$ cat config.mk
export PLATFORM = sky130hd
export DESIGN_NAME = spinor_cmd_gen
export DESIGN_NICKNAME = d
export VERILOG_FILES = /design/src/rtl/spinor_pkg.sv /design/src/rtl/spinor_cmd_dp.sv /design/src/rtl/spinor_cmd_ctrl.sv /design/src/rtl/spinor_cmd_gen.sv
export SDC_FILE = /design/constraint.sdc
export NUM_CORES = 1
export LEC_CHECK = 0
export ABC_AREA = 1
export BUFFER_PORTS_ARGS = -buffer_cell sky130_fd_sc_hd__buf_2
export CORE_MARGIN = 1.5
export CORE_UTILIZATION = 53
export CTS_CLUSTER_SIZE = 8
export DETAILED_ROUTE_END_ITERATION = 6
export PLACE_DENSITY = 0.88
export SLEW_MARGIN = 20
export SYNTH_ARGS = -nofsm -noshare
export SYNTH_HDL_FRONTEND = slang
export SYNTH_SLANG_ARGS = --single-unit
$ cat constraint.sdc
create_clock -name clk -period 3.01 [get_ports clk]
set_clock_uncertainty 0.05 [all_clocks]
set_input_delay 0 -clock clk [delete_from_list [all_inputs] [get_ports clk]]
set_output_delay 0 -clock clk [all_outputs]
set_load 0.02 [all_outputs]
$ cat src/rtl/spinor_pkg.sv
`timescale 1ns/1ps
package spinor_pkg;

  localparam logic [7:0] OP_READ_LEGACY = 8'h03;
  localparam logic [7:0] OP_READ_WIDE   = 8'h13;
  localparam logic [7:0] OP_MODE4_ON    = 8'hB7;
  localparam logic [7:0] OP_MODE4_OFF   = 8'hE9;
  localparam logic [7:0] OP_WRITE_EN    = 8'h06;
  localparam logic [7:0] OP_SET_TOPBYTE = 8'hC5;
  localparam logic [7:0] FILL_BYTE      = 8'hFF;

  localparam int ADDR_W = 32;

  typedef enum logic [1:0] {
    POL_WIDE_OPC = 2'd0,
    POL_TOP_REG  = 2'd1,
    POL_MODE_A   = 2'd2,
    POL_MODE_B   = 2'd3
  } policy_e;

  typedef enum logic [1:0] {
    JOB_READ = 2'd0,
    JOB_ON4  = 2'd1,
    JOB_OFF4 = 2'd2
  } jobKind_e;

  typedef enum logic [1:0] {
    STEP_WREN  = 2'd0,
    STEP_WRTOP = 2'd1,
    STEP_MAIN  = 2'd2
  } step_e;

  typedef struct packed {
    logic  loadJob;
    logic  startCmd;
    step_e startSel;
    logic  stepByte;
    logic  finishCmd;
  } ctrlStrobe_t;

endpackage

$ cat src/rtl/spinor_cmd_dp.sv
`timescale 1ns/1ps
module spinor_cmd_dp
  import spinor_pkg::*;
#(
  parameter int LEN_W = 8
) (
  input  logic              clk,
  input  logic              rstN,
  input  ctrlStrobe_t       strobe,
  input  logic [1:0]        cfgPolicy,
  input  logic [1:0]        reqKind,
  input  logic [ADDR_W-1:0] reqAddr,
  input  logic [LEN_W-1:0]  reqLen,
  output logic [7:0]        byteData,
  output logic              byteIsData,
  output logic              lastByte,
  output logic              needTopWrite,
  output logic              addrMode4
);

  localparam int IDX_W = LEN_W + 2;

  logic [ADDR_W-1:0] jobAddr;
  logic [LEN_W-1:0]  jobLen;
  jobKind_e          jobKind;
  policy_e           jobPolicy;
  logic [7:0]        topCache;
  logic              mode4;
  step_e             curStep;
  logic [IDX_W-1:0]  byteIdx;

  logic [2:0]        addrBytes;
  logic [IDX_W-1:0]  cmdTotal;
  logic [2:0]        shiftSel;
  logic [7:0]        addrByte;
  logic              inFill;

  // job capture and tracked device state
  always_ff @(posedge clk or negedge rstN) begin
    if (!rstN) begin
      jobAddr   <= '0;
      jobLen    <= '0;
      jobKind   <= JOB_READ;
      jobPolicy <= POL_WIDE_OPC;
      topCache  <= 8'h00;
      mode4     <= 1'b0;
      curStep   <= STEP_MAIN;
      byteIdx   <= '0;
    end else begin
      if (strobe.loadJob) begin
        jobAddr   <= reqAddr;
        jobLen    <= reqLen;
        jobPolicy <= policy_e'(cfgPolicy);
        case (reqKind)
          2'd1:    jobKind <= JOB_ON4;
          2'd2:    jobKind <= JOB_OFF4;
          default: jobKind <= JOB_READ;
        endcase
      end
      if (strobe.startCmd) begin
        curStep <= strobe.startSel;
        byteIdx <= '0;
      end else if (strobe.stepByte) begin
        byteIdx <= byteIdx + IDX_W'(1);
      end
      if (strobe.finishCmd) begin
        if (curStep == STEP_WRTOP) topCache <= jobAddr[31:24];
        if (curStep == STEP_MAIN && jobKind == JOB_ON4)  mode4 <= 1'b1;
        if (curStep == STEP_MAIN && jobKind == JOB_OFF4) mode4 <= 1'b0;
      end
    end
  end

  // the wide opcode always carries four bytes; the legacy one follows the device mode
  always_comb begin
    addrBytes = (jobPolicy == POL_WIDE_OPC || mode4) ? 3'd4 : 3'd3;
    needTopWrite = (jobPolicy == POL_TOP_REG) && (jobKind == JOB_READ) &&
                   !mode4 && (jobAddr[31:24] != topCache);
  end

  always_comb begin
    case (curStep)
      STEP_WREN:  cmdTotal = IDX_W'(1);
      STEP_WRTOP: cmdTotal = IDX_W'(2);
      default: begin
        if (jobKind == JOB_READ)
          cmdTotal = IDX_W'(1) + IDX_W'(addrBytes) + IDX_W'(jobLen);
        else
          cmdTotal = IDX_W'(1);
      end
    endcase
    lastByte = (byteIdx == cmdTotal - IDX_W'(1));
  end

  // address bytes leave most significant first
  always_comb begin
    shiftSel = addrBytes - byteIdx[2:0];
    case (shiftSel)
      3'd0:    addrByte = jobAddr[7:0];
      3'd1:    addrByte = jobAddr[15:8];
      3'd2:    addrByte = jobAddr[23:16];
      default: addrByte = jobAddr[31:24];
    endcase
    inFill = (byteIdx > IDX_W'(addrBytes));
  end

  always_comb begin
    byteData   = FILL_BYTE;
    byteIsData = 1'b0;
    case (curStep)
      STEP_WREN:  byteData = OP_WRITE_EN;
      STEP_WRTOP: byteData = (byteIdx == '0) ? OP_SET_TOPBYTE : jobAddr[31:24];
      default: begin
        case (jobKind)
          JOB_ON4:  byteData = OP_MODE4_ON;
          JOB_OFF4: byteData = OP_MODE4_OFF;
          default: begin
            if (byteIdx == '0)
              byteData = (jobPolicy == POL_WIDE_OPC) ? OP_READ_WIDE : OP_READ_LEGACY;
            else if (inFill) begin
              byteData   = FILL_BYTE;
              byteIsData = 1'b1;
            end else
              byteData = addrByte;
          end
        endcase
      end
    endcase
  end

  assign addrMode4 = mode4;

endmodule

$ cat src/rtl/spinor_cmd_ctrl.sv
`timescale 1ns/1ps
module spinor_cmd_ctrl
  import spinor_pkg::*;
#(
  parameter int GAP_CYCLES = 8
) (
  input  logic        clk,
  input  logic        rstN,
  input  logic        reqValid,
  input  logic        byteReady,
  input  logic        lastByte,
  input  logic        needTopWrite,
  output ctrlStrobe_t strobe,
  output logic        csN,
  output logic        byteValid,
  output logic        busy
);

  localparam int CNT_W = $clog2(GAP_CYCLES + 1);

  typedef enum logic [1:0] {ST_IDLE, ST_SEND, ST_GAP} state_e;

  state_e          state;
  logic            haveJob;
  logic            midJob;
  step_e           curSel;
  step_e           pendSel;
  logic [CNT_W-1:0] gapCnt;
  step_e           firstSel;
  step_e           afterSel;

  always_comb begin
    firstSel = needTopWrite ? STEP_WREN : STEP_MAIN;
    afterSel = (curSel == STEP_WREN) ? STEP_WRTOP : STEP_MAIN;
  end

  always_comb begin
    strobe         = '0;
    strobe.loadJob = reqValid && !haveJob;
    case (state)
      ST_IDLE: begin
        if (haveJob) begin
          strobe.startCmd = 1'b1;
          strobe.startSel = firstSel;
        end
      end
      ST_SEND: begin
        if (byteReady) begin
          if (lastByte) strobe.finishCmd = 1'b1;
          else          strobe.stepByte  = 1'b1;
        end
      end
      default: begin
        if (gapCnt == '0 && (midJob || haveJob)) begin
          strobe.startCmd = 1'b1;
          strobe.startSel = midJob ? pendSel : firstSel;
        end
      end
    endcase
  end

  always_ff @(posedge clk or negedge rstN) begin
    if (!rstN) begin
      state   <= ST_IDLE;
      haveJob <= 1'b0;
      midJob  <= 1'b0;
      curSel  <= STEP_MAIN;
      pendSel <= STEP_MAIN;
      gapCnt  <= '0;
    end else begin
      if (strobe.loadJob) haveJob <= 1'b1;
      if (strobe.startCmd) begin
        state  <= ST_SEND;
        curSel <= strobe.startSel;
        midJob <= 1'b0;
      end
      if (strobe.finishCmd) begin
        state  <= ST_GAP;
        gapCnt <= CNT_W'(GAP_CYCLES - 1);
        if (curSel == STEP_MAIN) begin
          haveJob <= 1'b0;
        end else begin
          midJob  <= 1'b1;
          pendSel <= afterSel;
        end
      end
      if (state == ST_GAP && !strobe.startCmd) begin
        if (gapCnt != '0)        gapCnt <= gapCnt - CNT_W'(1);
        else if (!haveJob)       state  <= ST_IDLE;
      end
    end
  end

  assign csN       = (state != ST_SEND);
  assign byteValid = (state == ST_SEND);
  assign busy      = haveJob;

endmodule

$ cat src/rtl/spinor_cmd_gen.sv
`timescale 1ns/1ps
module spinor_cmd_gen
  import spinor_pkg::*;
#(
  parameter int LEN_W      = 8,
  parameter int GAP_CYCLES = 8
) (
  input  logic             clk,
  input  logic             rstN,
  input  logic [1:0]       cfgPolicy,
  input  logic             reqValid,
  input  logic [1:0]       reqKind,
  input  logic [31:0]      reqAddr,
  input  logic [LEN_W-1:0] reqLen,
  output logic             busy,
  output logic             csN,
  output logic             byteValid,
  input  logic             byteReady,
  output logic [7:0]       byteData,
  output logic             byteIsData,
  output logic             addrMode4
);

  ctrlStrobe_t strobe;
  logic        lastByte;
  logic        needTopWrite;

  spinor_cmd_ctrl #(.GAP_CYCLES(GAP_CYCLES)) u_ctrl (
    .clk          (clk),
    .rstN         (rstN),
    .reqValid     (reqValid),
    .byteReady    (byteReady),
    .lastByte     (lastByte),
    .needTopWrite (needTopWrite),
    .strobe       (strobe),
    .csN          (csN),
    .byteValid    (byteValid),
    .busy         (busy)
  );

  spinor_cmd_dp #(.LEN_W(LEN_W)) u_dp (
    .clk          (clk),
    .rstN         (rstN),
    .strobe       (strobe),
    .cfgPolicy    (cfgPolicy),
    .reqKind      (reqKind),
    .reqAddr      (reqAddr),
    .reqLen       (reqLen),
    .byteData     (byteData),
    .byteIsData   (byteIsData),
    .lastByte     (lastByte),
    .needTopWrite (needTopWrite),
    .addrMode4    (addrMode4)
  );

endmodule

After elaboration in Yosys (flattened, before gate mapping):

Cells that the tools add are included.

* memories kept: 0
* input bits: 48
* RAM bits: 0
* output and inout bits: 13
* bits in registers: 75
* ROM bits: 0
* word-level logic and storage cells: 106
* bits in latches: 0

* equal/unequal tests: 14
* mux-type cells: 43
* reduce and logical (&&, ||, !) cells: 28
* add/subtract/negate cells: 6
* divide/modulo/power cells: 0
* $lt $le $gt $ge: 1
* $mul: 0
* bitwise gates (word level): 1
* shift operators: 0

Operator list (number)
* 8-bit case mux with 2 select lines: 2
* 10-bit two-way mux: 3
* 8-bit two-way mux: 3
* 8-bit case mux with 3 select lines: 1
* 2-bit two-way mux: 10
* 10-bit case mux with 2 select lines: 1
* 1-bit two-way mux: 14
* 4-bit two-way mux: 3
* 10-bit by 1-bit adder with 10-bit output, second input constant: 1
* 10-bit by 8-bit adder with 10-bit output: 1
* 10-bit equality test: 1
* 2-bit by 1-bit equality test with 1-bit output, second input constant: 5
* 10-bit by 3-bit > comparator with 1-bit output: 1
* 10-bit logical NOT: 1
* 10-bit by 1-bit subtractor with 10-bit output, second input constant: 1
* 3-bit two-way mux: 3
* 2-bit equality test, second input constant: 4
* 1-bit logical AND: 8
* 2-bit logical NOT: 4
* 8-bit != test: 1
* 3-bit case mux with 2 select lines: 1
* 2-bit AND reduction: 3
* 5-bit two-way mux: 1
* 1-bit by 3-bit adder with 4-bit output, first input constant: 1
* other kinds (14): 19

Logic depth before layout (Yosys ltp):

Gate-level depths: netlist (run 1).

* depth after elaboration: 16
* gate-level depth with buffers: 25
* gate-level depth less buffers: 24

By module:

Synthesis (run 1) repeated with hierarchy kept, for this count alone.

* cells, all modules: 662
* area total of the unflattened synthesis: 4834.6 µm²

Modules (own cells, without submodules)
* spinor_cmd_dp: area each 4141.5 µm², cells an instance 569, seq. area each 1627.8 µm², times used 1
* spinor_cmd_ctrl: area each 693.2 µm², cells an instance 93, seq. area each 302.8 µm², times used 1

Worst setup path before layout (run 1):

OpenSTA, ideal clock, no wires.

* kind: register -> register
* from: register u_dp.mode4 (netlist: u_dp.addrMode4)
* to: register u_dp.byteIdx[9]
* required time: 2.843 ns
* stages on the path, launching flop included: 23
* period minus slack after synthesis: 3.363 ns
* slack: -0.353 ns
* library setup time: 0.117 ns
* buffers on the path: 1
* arrival: 3.196 ns
* cell sequence: dfrtp_1 -> nor2_1 -> inv_1 -> ha_1 -> ha_1 -> inv_1 -> o21ai_2 -> clkinv_1 -> ha_1 -> xnor2_1 -> nor2_1 -> nand2_1 -> nor2_1 -> nand2_1 -> nor2_1 -> nand3_1 -> nor2_4 -> nand2_2 -> nand2_2 -> nand2_4 -> buf_6 -> nand2_2 -> o21ai_2

* cells in the longest elaborated chain, start to end: 12

Ends and longest elaborated chain
* start, declared: RTL line spinor_cmd_dp.sv:28 `logic mode4;`
* start signal, assigned: RTL line spinor_cmd_dp.sv:46 `mode4 <= 1'b0;`
* start signal, assigned: RTL line spinor_cmd_dp.sv:68 `if (curStep == STEP_MAIN && jobKind == JOB_ON4) mode4 <= 1'b1;`
* start signal, assigned: RTL line spinor_cmd_dp.sv:69 `if (curStep == STEP_MAIN && jobKind == JOB_OFF4) mode4 <= 1'b0;`
* 1-bit logical OR: RTL line spinor_cmd_dp.sv:76 `addrBytes = (jobPolicy == POL_WIDE_OPC || mode4) ? 3'd4 : 3'd3;`
* 3-bit two-way mux: RTL line spinor_cmd_dp.sv:76
* 1-bit by 3-bit adder with 4-bit output: RTL line spinor_cmd_dp.sv:87 `cmdTotal = IDX_W'(1) + IDX_W'(addrBytes) + IDX_W'(jobLen);`
* 10-bit by 8-bit adder with 10-bit output: RTL line spinor_cmd_dp.sv:87
* 10-bit two-way mux: RTL line spinor_cmd_dp.sv:86 `if (jobKind == JOB_READ)`
* 10-bit case mux with 2 select lines: RTL line spinor_cmd_dp.sv:82 `case (curStep)`
* 10-bit by 1-bit subtractor with 10-bit output: RTL line spinor_cmd_dp.sv:92 `lastByte = (byteIdx == cmdTotal - IDX_W'(1));`
* 10-bit equality test: RTL line spinor_cmd_dp.sv:92
* 1-bit two-way mux: RTL line spinor_cmd_ctrl.sv:49 `if (lastByte) strobe.finishCmd = 1'b1;`
* 2-bit two-way mux: RTL line spinor_cmd_ctrl.sv:48 `if (byteReady) begin`
* 2-bit two-way mux: RTL line spinor_cmd_ctrl.sv:40 `case (state)`
* 2-bit nonzero test (no source line)
* end signal, assigned: RTL line spinor_cmd_dp.sv:64 `byteIdx <= byteIdx + IDX_W'(1);`
* end, declared: RTL line spinor_cmd_dp.sv:30 `logic [IDX_W-1:0] byteIdx;`

No other way between the ends.
A chain may end at the register's enable or synchronous reset.

Final worst setup path (run 1):

* from: register u_dp.jobPolicy[0]
* to: register u_dp.topCache[6]

* cells in the longest elaborated chain, start to end: 13

Ends and longest elaborated chain
* start, declared: RTL line spinor_cmd_dp.sv:26 `policy_e jobPolicy;`
* start signal, assigned: RTL line spinor_cmd_dp.sv:53 `jobPolicy <= policy_e'(cfgPolicy);`
* 2-bit logical NOT: RTL line spinor_cmd_dp.sv:76
* 1-bit logical OR: RTL line spinor_cmd_dp.sv:76
* 3-bit two-way mux: RTL line spinor_cmd_dp.sv:76
* 1-bit by 3-bit adder with 4-bit output: RTL line spinor_cmd_dp.sv:87
* 10-bit by 8-bit adder with 10-bit output: RTL line spinor_cmd_dp.sv:87
* 10-bit two-way mux: RTL line spinor_cmd_dp.sv:86
* 10-bit case mux with 2 select lines: RTL line spinor_cmd_dp.sv:82
* 10-bit by 1-bit subtractor with 10-bit output: RTL line spinor_cmd_dp.sv:92
* 10-bit equality test: RTL line spinor_cmd_dp.sv:92
* 1-bit two-way mux: RTL line spinor_cmd_ctrl.sv:49
* 2-bit two-way mux: RTL line spinor_cmd_ctrl.sv:48
* 2-bit two-way mux: RTL line spinor_cmd_ctrl.sv:40
* 2-bit AND reduction (no source line)
* end signal, assigned: RTL line spinor_cmd_dp.sv:67 `if (curStep == STEP_WRTOP) topCache <= jobAddr[31:24];`
* end, declared: RTL line spinor_cmd_dp.sv:27 `logic [7:0] topCache;`

No other way between the ends.

==> summary.md, run 1 <==
| Metric | Value |
|---|---|
| Outcome | `complete, but fails checks` |
| Failing checks | `negative setup slack` |
| MaxCap Viol Count | `0` |
| Crit-path cells | `nor2_4, nor2_4, inv_2, ha_4, ha_4, inv_2, o21ai_4, clkinv_2, ha_4, xnor2_2, nor2_1, nand2_1, nor2_1, nand2_1, nor2_1, nand3_1, nor2_4, nand3_4, nor2_8, nand2_4, nand2_2, nand2_2` |
| XOR/XNOR Fraction of Synth Area | `3.667%` |
| Slowest Stage Delay on Critical Path | `0.40 ns` |
| Layout cells sized above 1 | `28.35%` |
| Power per cell area | `around 1100 nW/um^2` |
| Tot Pwr | `7.459 mW` |
| Syn_nets | `711` |
| Mux contribution to synthesized area | `0%` |
| Primary FF master, synth | `dfrtp_1` |
| Rel. slew slack | `65.33%` |
| Diode count | `0` |
| Placer's final routability congestion estimate | `0.9584` |
| Crit Path Category | `flop to flop` |
| Register area share after synthesis | `between 30 and 40%` |
| Setup TNS | `-3.651 ns` |
| Buf/Inv on CP | `3` |
| Synth Warn # | `0` |
| Fin crit share | `106.7%` |
| Slew of the pin with the lowest slew margin | `0.5200 ns` |
| Syn avg cell area | `7.383 sq um` |
| Cell variety after synth | `47` |
| Largest net degree at the start of global routing | `between 50 and 60` |
| DRC viols | `0` |
| Vias in the first global route | `4927` |
| Post-synth EDFFs | `0` |
| RSZ-0062 raised after global routing | `yes` |
| Worst path required time | `around 3.2 ns` |
| Synth Area in Compound Gates | `8.905%` |
| Routed via count | `5255` |
| CP endpoint kind | `flop` |
| Port Buffer Count | `60` |
| Ports | `between 60 and 70` |
| Fmax | `approximately 0.31 GHz` |
| Post-layout util | `about three quarters` |
| P&R area growth vs syn | `36.20%` |
| Lkg Pwr | `3.324 nW` |
| Total GRT Usage | `28.54%` |
| H-tree Lvls | `3` |
| Register bit count reported by yosys | `75` |
| Hold Crit Class | `primary input to flop` |
| Largest family of logic cells by synthesized area | `simple AND/OR/NAND/NOR gates` |
| Num rows | `34` |
| Initial Util | `54.78%` |
| Simple-gate share of the synthesized area | `36.88%` |
| CTS buffer count | `9` |
| Final Max Slew Viols | `0` |
| Async S/R FF share, synth | `100.0%` |
| Nets | `849` |
| Chip height | `97.94 um` |
| Number of vias per cell | `about 6` |
| CP top delay family | `simple AND/OR/NAND/NOR gates` |
| Die area | `roughly 9600 sq um` |
| Clock Latency Late Sink | `0.37 ns` |
| Post-Synth Adder-Cell Area | `4.348%` |
| 1st-iter DRT viols | `693` |
| Highest net fanout along the worst path | `8` |
| Detailed Routing Iterations Pass 1 | `6` |
| Initial antenna violation count | `0` |
| Crit-path slowest cell | `dfrtp_1` |
| Final hold violation count | `0` |
| Detailed placer's ending HPWL | `8975 um` |
| First-pass GRT wire length | `22150 um` |
| CTS tree | `yes` |
| Core ar. | `between 8000 and 9000 sq um` |
| Clk root buf | `clkbuf_8` |
| Routed WL | `approximately 15000 um` |
| Max rail drop VDD | `between 700 and 800 uV` |
| WP data arrival | `3.42 ns` |
| Critical Path Source Type | `flop` |
| Clk slew on worst S/H paths | `~0.090 ns` |
| Die boundary width | `97.94 um` |
| Post-route minimum period | `3.212 ns` |
| Post-route ant nets | `0` |
| Synth Instances | `647` |
| CTS Buffer Depth | `2` |
| GRT overflow | `0` |
| Clk sink count | `75` |
| Routed len/inst | `between 15 and 20 um` |
| PnR worst setup slack | `-0.2015 ns` |
| Synthesized cell area | `~4800 sq um` |
| Finish-stage setup viols | `29` |
## cell usage in the layout (no fill, tap or decap), types with 2 or more instances in the layout
master | Yosys | routed
dfstp_2 | 2 | 2
clkbuf_8 | 0 | 9
nor2_4 | 5 | 9
inv_4 | 2 | 4
o21ai_2 | 10 | 13
o211ai_1 | 3 | 3
nand4_1 | 13 | 13
a22oi_1 | 2 | 2
ha_1 | 15 | 11
o21ai_0 | 26 | 16
nor2_1 | 38 | 31
nand3_2 | 2 | 23
buf_2 | 0 | 54
buf_6 | 2 | 7
nand2_2 | 8 | 18
a21oi_1 | 11 | 10
dfrtp_1 | 73 | 72
xnor2_1 | 10 | 8
clkbuf_1 | 10 | 2
nor3_1 | 7 | 6
buf_4 | 0 | 29
o21ai_1 | 2 | 8
inv_1 | 63 | 57
dlygate4sd3_1 | 0 | 47
ha_4 | 0 | 4
inv_2 | 3 | 7
nand2_4 | 8 | 14
a21oi_2 | 1 | 2
nand3_1 | 67 | 46
clkinvlp_4 | 0 | 3
nand2_1 | 228 | 210
nor2_2 | 4 | 7
nor4_1 | 2 | 2
nand2_8 | 0 | 4
xor2_1 | 10 | 10
## final cells by class
| cell class | count | area [sq um] |
|---|---|---|
| Fill cell | 507 | 2215 |
| Inverter | 70 | 274.0 |
| Tap cell | 108 | 135.1 |
| Sequential cell | 75 | 1881 |
| Multi-Input combinational cell | 492 | 2987 |
| Clock buffer | 11 | 131.4 |
| Timing Repair Buffer | 137 | 1037 |
| Clock inverter | 5 | 61.31 |
## final timing paths
kind | start | end | slack, ns | depth (start not counted)
setup / recovery | u_dp.jobPolicy[0] | u_dp.topCache[6] | -0.20 | 22
hold / removal | byteReady | u_dp.topCache[1] | 0.06 | 5
setup reg to reg | u_dp.jobPolicy[0] | u_dp.topCache[6] | -0.20 | 22
hold reg to reg | u_dp.jobAddr[13] | u_dp.jobAddr[13] | 0.44 | 2
max in group asynchronous | rstN | u_dp.addrMode4 | 2.34 | 3
min in group asynchronous | rstN | u_dp.jobLen[7] | 0.16 | 3
## layer usage
layer | track usage, % | wire (um) | vias to the layer above
li1 | - | - | 2378
met1 | 34.54 | 5575 | 2463
met5 | 0 | 0 | -
met3 | 5.011 | 1296 | 77
met4 | 13.30 | 760 | 0
met2 | 49.44 | 7629 | 337
## tightest hold or removal path: stages
cell     delay (ns)
buf_2          0.09
nand2_1        0.16
nor2_4         0.07
nand4_1        0.06
nand2_1        0.05
## report_power, final
group / internal, mW / switching [mW] / leakage (nW)
Clock: 0.387 / 0.426 / 0.0862
Sequential: 1.41 / 0.452 / 0.941
Combinational: 1.82 / 2.96 / 2.30
## what timing repair did
item                                    CTS  global route
buffers inserted                          4             7
pin swaps                                12            25
cloned                                    0             2
resized for setup                        28            75
endpoints found under the setup margin   22            37
hold endpoints to repair                118             0
hold buffers                             47             0
## synthesized netlist by cell type (2+ instances only)
library cell  instances  share of area (%)
a21oi_1              11                1.2
a22oi_1               2               0.31
buf_6                 2               0.47
clkbuf_1             10               0.79
clkinv_1              2               0.16
dfrtp_1              73                 38
dfstp_2               2                1.1
ha_1                 15                3.9
inv_1                63                5.0
inv_2                 3               0.24
inv_4                 2               0.26
nand2_1             228                 18
nand2_2               8                1.0
nand2_4               8                1.9
nand3_1              67                7.0
nand3_2               2               0.42
nand4_1              13                1.7
nor2_1               38                3.0
nor2_2                4               0.52
nor2_4                5                1.2
nor3_1                7               0.73
nor4_1                2               0.26
o211ai_1              3               0.47
o21ai_0              26                2.7
o21ai_1               2               0.21
o21ai_2              10                1.8
xnor2_1              10                1.8
xor2_1               10                1.8
## kinds of logic after synthesis
family | after synthesis
XOR/XNOR | 20
flip-flops | 75
buffers and inverters | 82
adder cells (fa/ha/maj) | 16
AND/OR/NAND/NOR | 387
AO/OA/AOI/OAI | 67
## through the flow
| step | instances | hold WS [ns] | cell area (sq um) | setup slack (ns) |
|---|---|---|---|---|
| finish | 898 | 0.05862 | 6506 | -0.2015 |
| global route | 898 | 0.06832 | 6506 | -0.2846 |
| CTS | 889 | 0.04275 | 6147 | -0.009050 |
| detailed placement | 822 | 0.03015 | 5358 | -0.05084 |
| global placement | 822 | 0.03012 | 5358 | 0.08431 |
| floorplan | 647 | -0.3456 | 4836 | 0.007008 |
## sequential cells by signal, indices dropped and copies added (netlist names), 4 cells and up
register	count
u_ctrl.gapCnt	4
u_dp.topCache	8
u_dp.jobAddr	32
u_dp.jobLen	8
u_dp.byteIdx	10
Power figures use the tool's default switching activity.
==> inputs of run 2 (changes only) <==
--- a/config.mk
+++ b/config.mk
@@ -7,7 +7,6 @@
 export LEC_CHECK = 0
 export ABC_AREA = 1
 export BUFFER_PORTS_ARGS = -buffer_cell sky130_fd_sc_hd__buf_2
-export CORE_MARGIN = 1.5
 export CORE_UTILIZATION = 53
 export CTS_CLUSTER_SIZE = 8
 export DETAILED_ROUTE_END_ITERATION = 6
==> summary.md, run 2 (synthesis results as in run 1) <==
| Metric | Value |
|---|---|
| Outcome | `complete, but fails checks` |
| Failing checks | `negative setup slack` |
| Detailed placer's ending HPWL | `9003 um (+0.31%)` |
| Final Max Slew Viols | `0 (unchanged)` |
| Commonest non-fill, non-tap cells in the layout | `nand2_1, dfrtp_1, inv_1` |
| Max rail drop VDD | `809.6 uV (+1.6%)` |
| GRT overflow | `0 (unchanged)` |
| Rel. slew slack | `41.09% (-24 points)` |
| CP endpoint kind | `flop` |
| Max reg flops | `32 (unchanged)` |
| Tot Pwr | `7.975 mW (+6.9%)` |
| Routed len/inst | `18.21 um (+7.1%)` |
| Layout cells sized above 1 | `29.02% (+0.67 points)` |
| Routed via count | `5449 (+3.7%)` |
| 1st-iter DRT viols | `572 (-17%)` |
| Clk root buf | `clkbuf_8` |
| CTS buffer count | `9 (unchanged)` |
| CTS Buffer Depth | `2 (unchanged)` |
| Nets | `856 (+0.82%)` |
| Final hold violation count | `0 (unchanged)` |
| Pre-CTS setup slack | `-0.04450 ns (+0.006339 ns)` |
| Most common cell after layout, fill and taps aside | `nand2_1` |
| Largest Register | `u_dp.jobAddr` |
| WHS | `0.1090 ns (+0.05035 ns)` |
| Worst path required time | `3.20 ns (-0.02 ns)` |
| Clock Latency Late Sink | `0.36 ns (about the same)` |
| Initial Util | `54.78% (unchanged)` |
| Crit Path Category | `flop to flop` |
| Initial antenna violation count | `1 (+1)` |
| P&R area growth vs syn | `38.55%` |
| Port Buffer Count | `60 (unchanged)` |
| H-tree Lvls | `3 (unchanged)` |
| Total GRT Usage | `31.58% (+3.0 points)` |
| Slew of the pin with the lowest slew margin | `0.8836 ns (+0.3636 ns)` |
| MaxCap Viol Count | `0 (unchanged)` |
| Die boundary width | `96.94 um (-1.0%)` |
| PnR worst setup slack | `-0.3250 ns (-0.1235 ns)` |
| DRC viols | `0 (unchanged)` |
| CTS tree | `yes` |
| Detailed Routing Iterations Pass 1 | `5 (-1)` |
| Core ar. | `8721 sq um (unchanged)` |
| Placer's final routability congestion estimate | `0.9590 (about the same)` |
| Clk slew on worst S/H paths | `0.09 ns (about the same)` |
| Lkg Pwr | `3.399 nW (+2.3%)` |
| Number of vias per cell | `6.021 (+2.9%)` |
| Hold Crit Class | `primary input to flop` |
| Post-route ant nets | `0 (unchanged)` |
| Highest net fanout along the worst path | `5 (-3)` |
| Finish-stage setup viols | `37 (+28%)` |
| Fin crit share | `110.8% (+4.1 points)` |
| Chip height | `96.94 um (-1.0%)` |
| Ports | `61 (unchanged)` |
| WP data arrival | `3.53 ns (+0.11 ns)` |
| Die area | `9397 sq um (-2.0%)` |
| Routed WL | `16480 um (+8.0%)` |
| Power per cell area | `1205 nW/um^2 (+5.1%)` |
| Clk sink count | `75 (unchanged)` |
| First-pass GRT wire length | `23810 um (+7.5%)` |
| Post-layout util | `75.90% (+1.3 points)` |
| Largest net degree at the start of global routing | `41 (-23%)` |
| RSZ-0062 raised after global routing | `yes` |
| Vias in the first global route | `5169 (+4.9%)` |
| Biggest regs | `u_dp.jobAddr: 32 flops, u_dp.byteIdx: 10 flops` |
| Critical Path Source Type | `flop` |
| Fmax | `0.2999 GHz (-3.7%)` |
| Num rows | `34 (unchanged)` |
| Post-route minimum period | `3.335 ns (+0.1235 ns)` |
[run 2: cell count changes in the layout (fill, tap and decap cells not counted), moves of 3 or more]
cell	previous run	this run
nand3_2	23	19
nand2_1	210	217
buf_6	7	10
buf_4	29	33
clkinvlp_4	3	0
nand2_2	18	11
[run 2: stage by stage]
| step | setup TNS (ns) | instances | cell area (sq um) |
|---|---|---|---|
| final | -7.797 | 905 | 6619 |
| after global routing | -12.53 | 905 | 6619 |
| after CTS | -0.001696 | 888 | 6168 |
| after detailed placement | -0.2380 | 820 | 5355 |
| after global placement | 0 | 820 | 5355 |
| after floorplan | 0 | 647 | 4836 |
[run 2: cell type report]
class / instances / area, sq um
Inverter: 70 / 280.3
Sequential cell: 75 / 1881
Timing Repair Buffer: 144 / 1116
Multi-Input combinational cell: 492 / 2998
Fill cell: 509 / 2102
Clock inverter: 5 / 78.83
Tap cell: 108 / 135.1
Antenna cell: 1 / 2.502
Clock buffer: 10 / 127.6
[run 2: final timing paths]
kind / from / to / slack, ns / cells after the start
max: u_dp.jobPolicy[0] / u_dp.byteIdx[2] / -0.32 / 23
min: byteReady / u_dp.topCache[1] / 0.11 / 6
max reg2reg: u_dp.jobPolicy[0] / u_dp.byteIdx[2] / -0.32 / 23
min reg2reg: u_dp.jobAddr[18] / u_dp.jobAddr[18] / 0.44 / 2
max in group asynchronous: rstN / u_ctrl.curSel[1] / 1.90 / 3
min in group asynchronous: rstN / u_dp.jobLen[7] / 0.24 / 2
[run 2: critical path, stage by stage, from the launching register on]
cell     delay, ns
dfrtp_1       0.42
nor2_4        0.07
nor2_4        0.11
inv_2         0.08
ha_4          0.18
ha_4          0.26
inv_2         0.03
o21ai_4       0.15
inv_4         0.06
ha_4          0.21
xnor2_2       0.13
nor2_1        0.19
nand2_1       0.09
nor2_2        0.10
nand2_1       0.07
nor2_2        0.12
nand3_2       0.13
nor2_4        0.18
buf_4         0.14
nand2_4       0.06
nand2_8       0.13
nand2_8       0.08
nand3_2       0.09
o21ai_2       0.05
[run 2: power by group]
| part | leakage [nW] | internal (mW) | switching, mW |
|---|---|---|---|
| Combinational | 2.35 | 2.03 | 3.19 |
| Sequential | 0.941 | 1.41 | 0.476 |
| Clock | 0.106 | 0.462 | 0.406 |
[run 2: timing repair]
action                                  in CTS  in global routing
cloned                                       0                  2
endpoints found under the hold margin       80                  0
pin swaps                                   12                 33
resized for setup                           29                 82
endpoints found under the setup margin      25                 37
setup buffers                                6                 14
hold buffers                                47                  0
[run 2: per-layer routing]
metal / GRT usage (%) / wire length, um
met4: 19.63 / 1064
met2: 53.68 / 8128
met3: 5.925 / 1499
met5: 0 / 0
met1: 36.72 / 5784
